==> src/rtl/fxs_pkg.sv <==
package fxs_pkg;

  typedef enum logic [2:0] {
    OP_RCP_MANT  = 3'd0,
    OP_SQRT_MANT = 3'd1,
    OP_LOG_MANT  = 3'd2,
    OP_RCP_EXP   = 3'd3,
    OP_SQRT_EXP  = 3'd4,
    OP_RSQ_EXP   = 3'd5,
    OP_LOG_EXP   = 3'd6,
    OP_RSVD      = 3'd7
  } fxs_op_e;

  typedef enum logic [1:0] {
    CLS_ZERO    = 2'd0,
    CLS_NORMAL  = 2'd1,
    CLS_SPECIAL = 2'd2
  } fxs_cls_e;

endpackage

==> src/rtl/fxs_classify.sv <==
module fxs_classify
  import fxs_pkg::*;
#(
  parameter int EXP_W  = 8,
  parameter int FRAC_W = 23,
  localparam int DATA_W = 1 + EXP_W + FRAC_W
) (
  input  logic [DATA_W-1:0] word_i,
  output logic              sign_o,
  output logic [EXP_W-1:0]  bexp_o,
  output logic [FRAC_W-1:0] frac_o,
  output logic [DATA_W-1:0] flushed_o,
  output fxs_cls_e          cls_o
);

  logic [EXP_W-1:0]  raw_exp;
  logic [FRAC_W-1:0] raw_frac;
  logic              exp_zero;
  logic              exp_full;

  assign raw_exp  = word_i[DATA_W-2 -: EXP_W];
  assign raw_frac = word_i[FRAC_W-1:0];
  assign exp_zero = (raw_exp == '0);
  assign exp_full = (raw_exp == '1);

  always_comb begin
    sign_o = word_i[DATA_W-1];
    bexp_o = raw_exp;
    frac_o = exp_zero ? '0 : raw_frac;
    flushed_o = {sign_o, bexp_o, frac_o};
    if (exp_zero)      cls_o = CLS_ZERO;
    else if (exp_full) cls_o = CLS_SPECIAL;
    else               cls_o = CLS_NORMAL;
  end

endmodule

==> src/rtl/fxs_mant_scale.sv <==
module fxs_mant_scale
  import fxs_pkg::*;
#(
  parameter int EXP_W  = 8,
  parameter int FRAC_W = 23,
  localparam int DATA_W = 1 + EXP_W + FRAC_W,
  localparam int BIAS   = (1 << (EXP_W - 1)) - 1
) (
  input  fxs_op_e           op_i,
  input  fxs_cls_e          cls_i,
  input  logic              sign_i,
  input  logic [EXP_W-1:0]  bexp_i,
  input  logic [FRAC_W-1:0] frac_i,
  input  logic [DATA_W-1:0] flushed_i,
  output logic [DATA_W-1:0] mant_o
);

  localparam logic [EXP_W-1:0] EXP_ONE     = EXP_W'(BIAS);
  localparam logic [EXP_W-1:0] EXP_HALF    = EXP_W'(BIAS - 1);
  localparam logic [EXP_W-1:0] EXP_QUARTER = EXP_W'(BIAS - 2);
  localparam logic             BIAS_LSB    = EXP_ONE[0];

  logic             e_odd;
  logic             upper_half;
  logic [EXP_W-1:0] tgt_exp;

  // unbiased exponent parity = biased lsb xor bias lsb
  assign e_odd      = bexp_i[0] ^ BIAS_LSB;
  assign upper_half = frac_i[FRAC_W-1];

  always_comb begin
    unique case (op_i)
      OP_SQRT_MANT: tgt_exp = e_odd ? EXP_HALF : EXP_QUARTER;
      OP_LOG_MANT:  tgt_exp = upper_half ? EXP_HALF : EXP_ONE;
      default:      tgt_exp = EXP_HALF;
    endcase
  end

  always_comb begin
    if (cls_i == CLS_NORMAL) mant_o = {sign_i, tgt_exp, frac_i};
    else                     mant_o = flushed_i;
  end

endmodule

==> src/rtl/fxs_exp_calc.sv <==
module fxs_exp_calc
  import fxs_pkg::*;
#(
  parameter int EXP_W  = 8,
  parameter int FRAC_W = 23,
  localparam int DATA_W = 1 + EXP_W + FRAC_W,
  localparam int BIAS   = (1 << (EXP_W - 1)) - 1,
  localparam int EW     = EXP_W + 2
) (
  input  fxs_op_e           op_i,
  input  fxs_cls_e          cls_i,
  input  logic [EXP_W-1:0]  bexp_i,
  input  logic              upper_half_i,
  output logic [DATA_W-1:0] int_o
);

  localparam logic signed [EW-1:0] BIAS_S = EW'(BIAS);
  localparam logic signed [EW-1:0] ONE_S  = EW'(1);
  localparam logic signed [EW-1:0] ZERO_S = '0;

  logic signed [EW-1:0] e_s;
  logic signed [EW-1:0] half_s;
  logic signed [EW-1:0] val_s;

  assign e_s    = $signed({2'b00, bexp_i}) - BIAS_S;
  assign half_s = e_s >>> 1;

  always_comb begin
    unique case (op_i)
      OP_RCP_EXP:  val_s = -e_s - ONE_S;
      OP_SQRT_EXP: val_s = half_s + ONE_S;
      OP_RSQ_EXP:  val_s = -half_s - ONE_S;
      OP_LOG_EXP:  val_s = e_s + (upper_half_i ? ONE_S : ZERO_S);
      default:     val_s = ZERO_S;
    endcase
  end

  always_comb begin
    if (cls_i == CLS_NORMAL) int_o = {{(DATA_W-EW){val_s[EW-1]}}, val_s};
    else                     int_o = '0;
  end

endmodule

==> src/rtl/fxs_unit.sv <==
module fxs_unit
  import fxs_pkg::*;
#(
  parameter int EXP_W  = 8,
  parameter int FRAC_W = 23,
  localparam int DATA_W = 1 + EXP_W + FRAC_W
) (
  input  logic [DATA_W-1:0] operand_i,
  input  logic [2:0]        op_i,
  output logic [DATA_W-1:0] result_o,
  output logic              is_int_o
);

  fxs_op_e           op;
  fxs_cls_e          cls;
  logic              sign;
  logic [EXP_W-1:0]  bexp;
  logic [FRAC_W-1:0] frac;
  logic [DATA_W-1:0] flushed;
  logic [DATA_W-1:0] mant_res;
  logic [DATA_W-1:0] int_res;
  logic              float_kind;

  assign op = fxs_op_e'(op_i);

  fxs_classify #(.EXP_W(EXP_W), .FRAC_W(FRAC_W)) i_classify (
    .word_i    (operand_i),
    .sign_o    (sign),
    .bexp_o    (bexp),
    .frac_o    (frac),
    .flushed_o (flushed),
    .cls_o     (cls)
  );

  fxs_mant_scale #(.EXP_W(EXP_W), .FRAC_W(FRAC_W)) i_mant (
    .op_i      (op),
    .cls_i     (cls),
    .sign_i    (sign),
    .bexp_i    (bexp),
    .frac_i    (frac),
    .flushed_i (flushed),
    .mant_o    (mant_res)
  );

  fxs_exp_calc #(.EXP_W(EXP_W), .FRAC_W(FRAC_W)) i_exp (
    .op_i         (op),
    .cls_i        (cls),
    .bexp_i       (bexp),
    .upper_half_i (frac[FRAC_W-1]),
    .int_o        (int_res)
  );

  always_comb begin
    unique case (op)
      OP_RCP_MANT, OP_SQRT_MANT, OP_LOG_MANT: float_kind = 1'b1;
      default:                                float_kind = 1'b0;
    endcase
    is_int_o = ~float_kind;
    result_o = float_kind ? mant_res : int_res;
  end

endmodule

==> config.mk <==
export PLATFORM = sky130hd
export DESIGN_NAME = fxs_unit
export DESIGN_NICKNAME = d
export VERILOG_FILES = /design/src/rtl/fxs_pkg.sv /design/src/rtl/fxs_classify.sv /design/src/rtl/fxs_mant_scale.sv /design/src/rtl/fxs_exp_calc.sv /design/src/rtl/fxs_unit.sv
export SDC_FILE = /design/constraint.sdc
export NUM_CORES = 1
export LEC_CHECK = 0
export ABC_AREA = 1
export BUFFER_PORTS_ARGS = -buffer_cell sky130_fd_sc_hd__buf_2
export CORE_ASPECT_RATIO = 2
export CORE_MARGIN = 8
export CORE_UTILIZATION = 43
export DETAILED_ROUTE_END_ITERATION = 7
export PLACE_DENSITY = 0.82
export SLEW_MARGIN = 20
export SYNTH_ARGS = -nofsm -noshare
export SYNTH_HDL_FRONTEND = slang
export SYNTH_SLANG_ARGS = --single-unit
==> constraint.sdc <==
create_clock -name vclk -period 2
set_input_delay 0.3 -clock vclk [all_inputs]
set_output_delay 0.3 -clock vclk [all_outputs]
set_load 0.1 [all_outputs]
==> metrics.cfg, run 1 <==
[floorplan]
rows=27
die_h_um=90.3
fp.dieW_um=53.1
start_util_pct=43.9
boundaryPins=68

[yosys]
ys_types=25
synth_area_leader_cell=nand2_1
synth.area.top_cells=nand2_1 29%, nand2_4 11%, nand3_1 11%
synth_area_um2=1190
synth.avg_cell_area_um2=5.16
synth_top_cell_area_share_pct=29.1
synth_xor_area_share_pct=0
yosysSeqAreaShare_pct=0
synth_fp_nets=271
synth_top_family_by_area=simple AND/OR/NAND/NOR gates
yosys.area_share.adder_pct=6.33
synthMuxAreaShare_pct=0
synth_compound_area_share_pct=13.6
yosys.area_share.simple_pct=66.0
syn_inst=230
yosysWarnings=0

[run_status]
error_line=[ERROR DPL-0038] Utilization greater than 100%, impossible to legalize
status=stopped before the end
lastStage=detailed placement

[place]
place.port_buffers=68
place.gp.congestion=1.03

==> through the flow <==
stage                   worst slack, ps  instances  setup TNS (ps)
after floorplan                    -348        230           -9510
after global placement             -597        367          -16230
==> synth_stat cells, drive strengths merged <==
library cell and n:
nand3b 1, inv 34, ha 6, o21ai 19, nand3 28, o21bai 1, buf 2, nor3 2
a221oi 2, nor4 1, clkbuf 2, a21oi 5, and2 1, nand2 107, o221ai 1, nand4 5
nor2 13
==> cells by family after synthesis <==
family,count (synthesis)
simple gates,158
buf+inv,38
fa+ha+maj,6
compound gates,28
==> run 2: changes to the inputs <==
--- a/config.mk
+++ b/config.mk
@@ -7,11 +7,10 @@
 export LEC_CHECK = 0
 export ABC_AREA = 1
 export BUFFER_PORTS_ARGS = -buffer_cell sky130_fd_sc_hd__buf_2
-export CORE_ASPECT_RATIO = 2
-export CORE_MARGIN = 8
-export CORE_UTILIZATION = 43
+export CORE_AREA = 8 8 69 71
 export DETAILED_ROUTE_END_ITERATION = 7
-export PLACE_DENSITY = 0.82
+export DIE_AREA = 0 0 77 79
+export PLACE_DENSITY_LB_ADDON = 0.15
 export SLEW_MARGIN = 20
 export SYNTH_ARGS = -nofsm -noshare
 export SYNTH_HDL_FRONTEND = slang
==> constraint.sdc (replaced) <==
create_clock -name vclk -period 2.6
set_input_delay 0.39 -clock vclk [all_inputs]
set_output_delay 0.39 -clock vclk [all_outputs]
set_load 0.1 [all_outputs]
==> metrics.cfg, run 2 <==
[run_status]
status=complete, no violations

[global_routing]
use_met1_pct=19.4
grt_pass1_vias=1743
grt_busiest_layer=met2
grt_antenna_before_repair=0
grt_max_degree=21
grt_usage_pct=15.9
grt-ovfl-total=0
grt_use_met2_pct=29.1
grt_pass1_wl_um=8310
met3_usage_pct=2.60

[yosys]
synth_area_leader_cell=nand2_1
synth.area.top_cells=nand2_1 29%, nand2_4 11%, nand3_1 11%
synth_area_um2=1190  ; unchanged
synth_common_cells=92 x nand2_1, 33 x inv_1, 26 x nand3_1
yosysMostFrequentCell=nand2_1
synth_fp_nets=271  ; unchanged
ys_types=25  ; unchanged
syn_inst=230  ; unchanged
synth.avg_cell_area_um2=5.16  ; unchanged
synth_top_cell_area_share_pct=29.1  ; unchanged
yosysSeqAreaShare_pct=0  ; unchanged
yosysWarnings=0  ; unchanged

[floorplan]
boundaryPins=68  ; unchanged
die_area_um2=6080
start_util_pct=31.2  ; -13 points
core-area_um2=3800
die_h_um=79  ; -12%
rows=23  ; -15%
fp.dieW_um=77  ; +45%

[final_layout]
seq_area_um2=0
num-nets-final=376
layout_common_cells=69 x nand2_1, 34 x buf_12, 34 x buf_4, 30 x buf_2, 24 x nand2_2
final_layout_size_suffix_gt1_share_pct=55.0
antenna_cells=0
design.seq.count=0
utilization_pct=69.6
final.clkbuf_count=0
area_growth_pct=123
final_common_cell=nand2_1

[hold_path]
holdPathEnd=result_o[4]
hp-start=operand_i[4]
hold_depth=4
worstHoldPathType=input pin to primary output

[critical_path]
crit_fanout=4
criticalPathCategory=input pin to primary output
end_kind=primary output
start_kind=input pin
required_ps=2210
crit_arrival_ps=2150

[sta]
rsz0062_at_grt=yes
period_minus_slack_ps=2540
hold_viol=0
worst-slew-pin-transition_ps=485
setup_viol=0
fin_crit_sh_pct=97.6
final_max_slew_viol_count=0
worst_slew_margin_rel_pct=67.9
fin_ws_ps=63.4
fmax_ghz=0.394

[power_and_ir_drop]
pwr_density_cell_nw_per_um2=391
combPwrFrac_pct=100.0
power.share.clock_pct=0
power_frac_seq_pct=0
p_sw_uw=662
vdd_drop_max_v=0.000172
internal-power_uw=371
switching_share_pct=64.1
p_leak_uw=0.00135

[drt]
firstDrtPassIters=5
drc_errors=0
viasPerCell=4.82
postRouteWirelength_um=5290
routedWlPerCell_um=13.8
num_vias=1847
ant_nets=0
drt_iter0_drc=105

[place]
place.port_buffers=68  ; unchanged
place_worst_setup_slack_ps=-222
dp_hpwl_um=4370
place.gp.congestion=0.908  ; -12%

[clock_tree]
postCtsHoldBufs=0

[job]
cap_violations=0

## run 2: cells by family (layout without fill, tap and decap cells)
family / Yosys count / count (layout) / share of synthesized area, %
AOI/OAI and AO/OA: 28 / 28 / 13.6
and+or+nand+nor: 158 / 158 / 66.0
buffers and inverters: 38 / 141 / 14.0
adders and majority gates: 6 / 6 / 6.33
## run 2: layer usage
layer  part of all wire (%)  vias to the layer above
met5                      0                        -
li1                       -                      948
met3                    5.3                       10
met1                     42                      829
met4                    1.9                        0
met2                     51                       60
## run 2: worst max path at each step
stage,startpoint,slack (ps),to
2_1_floorplan,operand_i[23],-230,result_o[1]
3_3_place_gp,operand_i[23],-190,result_o[6]
3_5_place_dp,operand_i[23],-220,result_o[6]
4_1_cts,operand_i[23],-30,result_o[6]
5_1_grt,operand_i[25],-60,result_o[8]
6_report,operand_i[23],60,result_o[6]
## run 2: cell type report
class	instances	area, um^2
Multi-Input combinational cell	192	1240
Tap cell	50	62.6
Inverter	34	138
Timing Repair Buffer	107	1200
Fill cell	311	1150
## run 2: timing repair
item	4_1_cts	5_1_grt
setup buffers	0	1
pin swaps	9	18
setup endpoints to repair	28	30
resized for setup	16	46
gates cloned	0	1
## run 2: critical path: stages
cell and delay, ps:
buf_12 90, inv_6 30, ha_4 130, nand4_1 110
and2_4 190, ha_4 150, ha_4 150, inv_4 40
nor2_4 130, nand3_4 100, o21ai_2 130, nand3_1 90
nand3_1 100, nand2_2 70, nand2_4 60, buf_12 170
## run 2: power by group through the flow
| stage | Combinational [uW] | Clock [uW] | Sequential, uW |
|---|---|---|---|
| global route | 1070 | 0 | 0 |
| CTS | 990 | 0 | 0 |
| finish | 1030 | 0 | 0 |
| detailed placement | 978 | 0 | 0 |
| global placement | 972 | 0 | 0 |
| floorplan | 606 | 0 | 0 |
## run 2: through the flow
stage	hold slack [ps]	TNS (ps)	total power, uW	cells	instance area [um^2]
after CTS	1160	-41.3	990	381	2440
final	1150	0	1030	383	2650
after detailed placement	1160	-1470	978	381	2390
after global routing	1170	-117	1070	383	2650
after floorplan	1060	-328	606	230	1250
after global placement	1150	-622	972	381	2390
Note: power is estimated with default switching activity, not from simulation.
